[src/rtl/dma_seq_pkg.sv]
package dma_seq_pkg;

  localparam logic [2:0] MODE_BLK_REQ   = 3'b000;
  localparam logic [2:0] MODE_WORD_REQ  = 3'b001;
  localparam logic [2:0] MODE_LINE_REQ  = 3'b010;
  localparam logic [2:0] MODE_BLK_EN    = 3'b011;
  localparam logic [2:0] MODE_BLK_RPT   = 3'b100;
  localparam logic [2:0] MODE_WORD_RPT  = 3'b101;

  typedef enum logic [1:0] {
    GRAN_WORD  = 2'd0,
    GRAN_LINE  = 2'd1,
    GRAN_BLOCK = 2'd2
  } gran_e;

  typedef struct packed {
    logic  legal;     // mode performs transfers
    logic  req_trig;  // bursts start on a request
    logic  auto_clr;  // enable clears at terminal count
    logic  two_pend;  // one request may wait behind a busy word
    gran_e gran;
  } mode_attr_t;

  function automatic mode_attr_t decode_mode(input logic [2:0] m);
    mode_attr_t a;
    a = '{legal: 1'b0, req_trig: 1'b0, auto_clr: 1'b0, two_pend: 1'b0, gran: GRAN_BLOCK};
    case (m)
      MODE_BLK_REQ:  a = '{legal: 1'b1, req_trig: 1'b1, auto_clr: 1'b1, two_pend: 1'b0, gran: GRAN_BLOCK};
      MODE_WORD_REQ: a = '{legal: 1'b1, req_trig: 1'b1, auto_clr: 1'b1, two_pend: 1'b1, gran: GRAN_WORD};
      MODE_LINE_REQ: a = '{legal: 1'b1, req_trig: 1'b1, auto_clr: 1'b1, two_pend: 1'b0, gran: GRAN_LINE};
      MODE_BLK_EN:   a = '{legal: 1'b1, req_trig: 1'b0, auto_clr: 1'b1, two_pend: 1'b0, gran: GRAN_BLOCK};
      MODE_BLK_RPT:  a = '{legal: 1'b1, req_trig: 1'b1, auto_clr: 1'b0, two_pend: 1'b0, gran: GRAN_BLOCK};
      MODE_WORD_RPT: a = '{legal: 1'b1, req_trig: 1'b1, auto_clr: 1'b0, two_pend: 1'b1, gran: GRAN_WORD};
      default:       a = '{legal: 1'b0, req_trig: 1'b0, auto_clr: 1'b0, two_pend: 1'b0, gran: GRAN_BLOCK};
    endcase
    return a;
  endfunction

endpackage

[src/rtl/dma_mode_decode.sv]
module dma_mode_decode
  import dma_seq_pkg::*;
(
  input  logic       clk,
  input  logic       rst_n,
  input  logic [2:0] mode_i,
  output mode_attr_t attr_o
);

  always_comb attr_o = decode_mode(mode_i);


  reserved_idle_chk: assert property (@(posedge clk) disable iff (!rst_n)
    (mode_i[2:1] == 2'b11) |-> (!attr_o.legal && !attr_o.auto_clr));


  pend_word_only_chk: assert property (@(posedge clk) disable iff (!rst_n)
    attr_o.two_pend |-> (attr_o.gran == GRAN_WORD));

endmodule

[src/rtl/dma_req_latch.sv]
module dma_req_latch (
  input  logic clk,
  input  logic rst_n,
  input  logic en_i,
  input  logic legal_i,
  input  logic req_trig_i,
  input  logic two_pend_i,
  input  logic busy_i,
  input  logic start_i,
  input  logic req_i,
  output logic pend_o
);

  logic pend_q;
  logic armed;

  assign armed = en_i && legal_i && req_trig_i;

  always_ff @(posedge clk or negedge rst_n) begin
    if (!rst_n) begin
      pend_q <= 1'b0;
    end else if (!armed) begin
      pend_q <= 1'b0;
    end else if (start_i) begin
      // a stored request is consumed; a fresh one in the same cycle
      // lands behind a busy word only in the word modes
      pend_q <= pend_q && req_i && two_pend_i;
    end else if (req_i && (!busy_i || two_pend_i)) begin
      pend_q <= 1'b1;
    end
  end

  assign pend_o = pend_q;


  pend_drop_chk: assert property (@(posedge clk) disable iff (!rst_n)
    !en_i |=> !pend_o);


  pend_block_chk: assert property (@(posedge clk) disable iff (!rst_n)
    (busy_i && !two_pend_i && !pend_o && !start_i) |=> !pend_o);

endmodule

[src/rtl/dma_xfer_counter.sv]
module dma_xfer_counter #(
  parameter int CNT_W  = 8,
  parameter int LINE_W = 4
) (
  input  logic              clk,
  input  logic              rst_n,
  input  logic              load_i,
  input  logic [CNT_W-1:0]  load_cnt_i,
  input  logic [LINE_W-1:0] load_line_i,
  input  logic              line_start_i,
  input  logic              step_i,
  output logic [CNT_W-1:0]  cnt_o,
  output logic              term_o,
  output logic              line_last_o
);

  localparam logic [CNT_W-1:0]  CNT_ZERO  = '0;
  localparam logic [LINE_W-1:0] LINE_ZERO = '0;

  logic [CNT_W-1:0]  orig_q;
  logic [CNT_W-1:0]  cnt_q;
  logic [LINE_W-1:0] line_len_q;
  logic [LINE_W-1:0] line_q;

  assign term_o      = (cnt_q == CNT_ZERO);
  assign line_last_o = (line_q == LINE_ZERO);
  assign cnt_o       = cnt_q;

  always_ff @(posedge clk or negedge rst_n) begin
    if (!rst_n) begin
      orig_q <= CNT_ZERO;
      cnt_q  <= CNT_ZERO;
    end else if (load_i) begin
      orig_q <= load_cnt_i;
      cnt_q  <= load_cnt_i;
    end else if (step_i) begin
      cnt_q  <= term_o ? orig_q : cnt_q - 1'b1;
    end
  end

  always_ff @(posedge clk or negedge rst_n) begin
    if (!rst_n) begin
      line_len_q <= LINE_ZERO;
      line_q     <= LINE_ZERO;
    end else begin
      if (load_i) line_len_q <= load_line_i;
      if (line_start_i) line_q <= line_len_q;
      else if (step_i && !line_last_o) line_q <= line_q - 1'b1;
    end
  end


  cnt_bound_chk: assert property (@(posedge clk) disable iff (!rst_n)
    cnt_q <= orig_q);


  cnt_step_chk: assert property (@(posedge clk) disable iff (!rst_n)
    (step_i && !term_o && !load_i) |=> (cnt_q == $past(cnt_q) - 1'b1));


  cnt_reload_chk: assert property (@(posedge clk) disable iff (!rst_n)
    (step_i && term_o && !load_i) |=> (cnt_q == orig_q));

endmodule

[src/rtl/dma_mode_seq.sv]
module dma_mode_seq
  import dma_seq_pkg::*;
#(
  parameter int CNT_W  = 8,
  parameter int LINE_W = 4
) (
  input  logic              clk,
  input  logic              rst_n,
  input  logic              cfg_we,
  input  logic              cfg_en,
  input  logic [2:0]        cfg_mode,
  input  logic [CNT_W-1:0]  cfg_count,
  input  logic [LINE_W-1:0] cfg_line,
  input  logic              irq_en,
  input  logic              req,
  output logic              xfer_valid,
  input  logic              xfer_ready,
  output logic              en_o,
  output logic [CNT_W-1:0]  count_o,
  output logic              irq_eob
);

  logic [2:0] mode_q;
  logic       en_q;
  logic       busy_q;
  logic       irq_q;

  mode_attr_t attr;
  logic       pend;
  logic       term;
  logic       line_last;
  logic       hs;
  logic       load;
  logic       clr;
  logic       trig;
  logic       start;
  logic       burst_last;
  logic       burst_end;

  dma_mode_decode u_decode (
    .clk    (clk),
    .rst_n  (rst_n),
    .mode_i (mode_q),
    .attr_o (attr)
  );

  dma_req_latch u_latch (
    .clk        (clk),
    .rst_n      (rst_n),
    .en_i       (en_q),
    .legal_i    (attr.legal),
    .req_trig_i (attr.req_trig),
    .two_pend_i (attr.two_pend),
    .busy_i     (busy_q),
    .start_i    (start),
    .req_i      (req),
    .pend_o     (pend)
  );

  dma_xfer_counter #(.CNT_W(CNT_W), .LINE_W(LINE_W)) u_count (
    .clk          (clk),
    .rst_n        (rst_n),
    .load_i       (load),
    .load_cnt_i   (cfg_count),
    .load_line_i  (cfg_line),
    .line_start_i (start),
    .step_i       (hs),
    .cnt_o        (count_o),
    .term_o       (term),
    .line_last_o  (line_last)
  );

  assign hs    = busy_q && xfer_ready;
  assign load  = cfg_we && cfg_en && !en_q && !busy_q;
  assign clr   = cfg_we && !cfg_en && en_q;
  assign trig  = attr.req_trig ? (pend || req) : 1'b1;
  assign start = en_q && !busy_q && attr.legal && trig;

  always_comb begin
    case (attr.gran)
      GRAN_WORD: burst_last = 1'b1;
      GRAN_LINE: burst_last = line_last || term;
      default:   burst_last = term;
    endcase
  end

  // an aborted channel stops after the word in service
  assign burst_end = hs && (burst_last || !en_q);

  always_ff @(posedge clk or negedge rst_n) begin
    if (!rst_n) begin
      mode_q <= MODE_BLK_REQ;
      en_q   <= 1'b0;
    end else if (load) begin
      mode_q <= cfg_mode;
      en_q   <= 1'b1;
    end else if (clr) begin
      en_q   <= 1'b0;
    end else if (hs && term && attr.auto_clr) begin
      en_q   <= 1'b0;
    end
  end

  always_ff @(posedge clk or negedge rst_n) begin
    if (!rst_n) begin
      busy_q <= 1'b0;
      irq_q  <= 1'b0;
    end else begin
      if (start) busy_q <= 1'b1;
      else if (burst_end) busy_q <= 1'b0;
      irq_q <= hs && term && attr.auto_clr && irq_en;
    end
  end

  assign xfer_valid = busy_q;
  assign en_o       = en_q;
  assign irq_eob    = irq_q;


  valid_hold_chk: assert property (@(posedge clk) disable iff (!rst_n)
    (xfer_valid && !xfer_ready) |=> xfer_valid);


  reserved_quiet_chk: assert property (@(posedge clk) disable iff (!rst_n)
    xfer_valid |-> (mode_q[2:1] != 2'b11));


  irq_pulse_chk: assert property (@(posedge clk) disable iff (!rst_n)
    irq_eob |=> !irq_eob);


  irq_mode_chk: assert property (@(posedge clk) disable iff (!rst_n)
    irq_eob |-> (!mode_q[2] && $past(xfer_valid) && $past(xfer_ready)));


  cfg_locked_chk: assert property (@(posedge clk) disable iff (!rst_n)
    (en_q || busy_q) |=> (mode_q == $past(mode_q)));


  enable_start_chk: assert property (@(posedge clk) disable iff (!rst_n)
    (en_q && !busy_q && mode_q == MODE_BLK_EN) |=> xfer_valid);

endmodule

[config.mk]
export PLATFORM = sky130hd
export DESIGN_NAME = dma_mode_seq
export DESIGN_NICKNAME = d
export VERILOG_FILES = /design/src/rtl/dma_seq_pkg.sv /design/src/rtl/dma_mode_decode.sv /design/src/rtl/dma_req_latch.sv /design/src/rtl/dma_xfer_counter.sv /design/src/rtl/dma_mode_seq.sv
export SDC_FILE = /design/constraint.sdc
export NUM_CORES = 1
export LEC_CHECK = 0
export BUFFER_PORTS_ARGS = -buffer_cell sky130_fd_sc_hd__buf_2
export CAP_MARGIN = 25
export CORE_ASPECT_RATIO = 0.8
export CORE_UTILIZATION = 38
export DETAILED_ROUTE_END_ITERATION = 6
export PLACE_DENSITY = 0.68
export SLEW_MARGIN = 0
export SYNTH_ARGS = -nofsm -noshare
export SYNTH_HDL_FRONTEND = slang
export SYNTH_SLANG_ARGS = --single-unit
[constraint.sdc]
create_clock -name clk -period 2.75 [get_ports clk]
set_clock_uncertainty 0.15 [all_clocks]
set_input_delay 0.275 -clock clk [delete_from_list [all_inputs] [get_ports clk]]
set_output_delay 0.275 -clock clk [all_outputs]
set_load 0.01 [all_outputs]
==> flow_summary.ini <==
[detailed_routing]
wl_per_cell_um = 13.28
viasPerCell = 5.240
vias = 1483
wl_mm = 3.758
dr.pass1.iters = 4
drc_errors = 0
drtIter0Drc = 86
ant_nets = 0

[global_route]
grt_pass1_wl_mm = 6.341
grt_pass1_vias = 1299
antenna_found_initial = 0
grt_start_max_net_pins = 32
grtUsageTotal_pct = 18.31
grt.overflow.total = 0

[setup_path]
slowest_delay_ns = 0.49
crit_start = u_count.cnt_o[0]$_DFFE_PN0P_
crit_chain = inv_1 > ha_1 > or3b_1 > nor4_1 > mux2i_1 > a21oi_1
worstSetupStartpointType = register
crit_type = reg -> reg
critPathRequiredTime_ns = 2.77
crit_path_top_delay_cell = or3b_1
cp.arrival_ns = 2.17
r2r_start = u_count.cnt_o[0]$_DFFE_PN0P_
critPathMaxFanout = 8
reg2reg_depth = 6
cp-end-kind = register

[synth]
synth_fp_nets = 214
synth_flop_cell = dfrtp_1
syn_area_per_cell_sq_um = 8.844
ys_warn_count = 0
synth_top_area_share_pct = 46.41
seq_area_frac_synth_pct = 46.41
ys_types = 39
synthCells = 189
yosysTopAreaCell = dfrtp_1
async_flop_share_pct = 100.0
syn_area_sq_mm = 0.001672
synthTopCellsByArea = dfrtp_1 46%, nand2_1 12%, nand3_1 2.7%, mux2i_1 2.4%, o21ai_0 2.4%
synth_edf_count = 0
ys_ff_latch = 31

[floorplanning]
ios = 33
core_sq_mm = 0.004204
rows = 21
die_h_um = 61.32
start_util_pct = 39.76
die_w_um = 76.16
die_area_sq_mm = 0.004670

[sta]
post-route-min-period_ns = 2.146
final.period_utilization_pct = 78.04
fmax_mhz = 466.0
setup_violations = 0
worst_pin_slew_ns = 0.6949
slew_headroom_pct = 53.67
rsz0062_at_grt = no
hold_slack_ns = 0.02023
finalMaxSlewViolations = 0
setup_tns_ns = 0
finalHoldViolCount = 0

[placement]
place_congestion = 0.8318
port-buffer-count = 32
dp_hpwl_mm = 2.728

[power]
power_mw = 2.098
power_density_mw_per_mm2 = 1048
ir_worst_vdd_mv = 0.4519
p_leak_nw = 0.9515

[hold_path]
whs_path_depth = 3
hold_start = cfg_mode[0]
hp-class = in -> reg

[clock_tree]
cts.sinks = 31
numCtsBuffers = 5
clkLatencyLatePin_ns = 0.29
h-tree-depth = 2
cts_buffer_depth = 2
cts-root-buf = clkbuf_8
clkTransAtPathRegs_ns = 0.07
cts_tree = yes
post_cts_buffers = 0

[finish]
antenna_cells = 0
syn_to_final_growth_pct = 19.76
drive_above_1_share_pct = 21.68
final_nets = 250
fillers = 427

[run]
maxCapViolations = 0

[outcome]
status = finished, final reports clean
## sequential cells by signal (all words and copies together) (netlist names)
register            flops
u_count.line_len_q      4
en_o                    1
u_count.orig_q          8
irq_eob                 1
mode_q                  3
u_latch.pend_o          1
u_count.cnt_o           8
xfer_valid              1
u_count.line_q          4
## final timing paths
path / endpoint / slack [ns]
max: u_count.cnt_o[2]$_DFFE_PN0P_ / 0.60
min: mode_q[0]$_DFFE_PN0P_ / 0.02
max reg2reg: u_count.cnt_o[2]$_DFFE_PN0P_ / 0.60
min reg2reg: u_count.orig_q[1]$_DFFE_PN0P_ / 0.33
max in group asynchronous: u_count.line_len_q[0]$_DFFE_PN0P_ / 1.58
min in group asynchronous: u_count.orig_q[0]$_DFFE_PN0P_ / 0.41
## cell usage after synthesis, types with 2 or more instances
library cell	number
o41a_1	2
nor4_1	2
a21oi_1	5
nand2_1	53
o221ai_1	4
a221o_1	3
nand3_1	9
inv_1	9
a21boi_0	2
clkbuf_1	7
dfrtp_1	31
nor2_1	10
or3_1	2
and2_1	3
ha_1	3
nand2b_1	2
o21ai_1	3
o21ai_0	8
o211ai_1	4
mux2i_1	4
nor3_1	4
nand4b_1	2
## metrics by stage
stage | setup slack, ns | utilization (%) | instances | cell area (sq um)
global route | 0.4102 | 47.62 | 283 | 2002
detailed placement | 0.6044 | 45.45 | 274 | 1911
finish | 0.6040 | 47.62 | 283 | 2002
global placement | 0.6624 | 45.45 | 274 | 1911
CTS | 0.6031 | 47.62 | 283 | 2002
floorplan | 0.6973 | - | 189 | 1672
## metal layers
metal / routed length (um) / global-route usage, % / up-vias
li1: - / - / 743
met1: 1978 / 26.47 / 690
met2: 1455 / 25.19 / 43
met3: 276 / 6.519 / 7
met4: 48 / 6.593 / 0
met5: 0 / 0 / -
## repair_timing
item | 4_1_cts | 5_1_grt
endpoints found under the setup margin | 0 | 0
hold buffers | 1 | 0
hold endpoints to repair | 31 | 0
resized for setup | 0 | 0
## logic make-up (layout without fill, tap and decap cells)
kind of cell | count (synthesis) | in the layout | share of synthesized area [%]
AO/OA/AOI/OAI | 37 | 37 | 16.84
adder cells (fa/ha/maj) | 3 | 3 | 2.246
buffers and inverters | 17 | 54 | 4.267
flip-flops | 31 | 31 | 46.41
multiplexers | 5 | 5 | 3.069
AND/OR/NAND/NOR | 96 | 96 | 27.17
## critical path, delay by kind of cell, from the launching register on
family	cells	cell delay, ns
fa+ha+maj	1	0.21
simple gates	2	0.76
buf+inv	1	0.15
flops	1	0.44
mux	1	0.22
compound gates	1	0.09
## power breakdown
part	switching, mW	internal [mW]	total, mW
combinational	0.448	0.384	0.832
clock	0.166	0.177	0.343
sequential	0.254	0.669	0.923
## layout by cell type (no fill, tap or decap), drive strengths merged, types with 2 or more instances in the layout
cell    Yosys  routed
nand2      53      53
buf         1      36
dfrtp      31      31
o21ai      11      11
nor2       10      10
inv         9       9
nand3       9       9
clkbuf      7       7
a21oi       5       5
o221ai      5       5
o211ai      5       5
nor3        4       4
mux2i       4       4
and2        3       3
a221o       3       3
ha          3       3
nor4        2       2
nand4b      2       2
a21boi      2       2
nand2b      2       2
o41a        2       2
or3         2       2
## final cells by class
class | instances | area [sq um] | area share, %
tap | 57 | 71.32 | 3.562
inverter | 9 | 33.78 | 1.688
sequential | 31 | 775.7 | 38.75
timing repair buffer | 37 | 200.2 | 10.00
multi-input combinational | 141 | 839.6 | 41.94
clock buffer | 7 | 76.32 | 3.813
clock inverter | 1 | 5.005 | 0.2500
No activity file was read; power rests on OpenSTA's default activity.
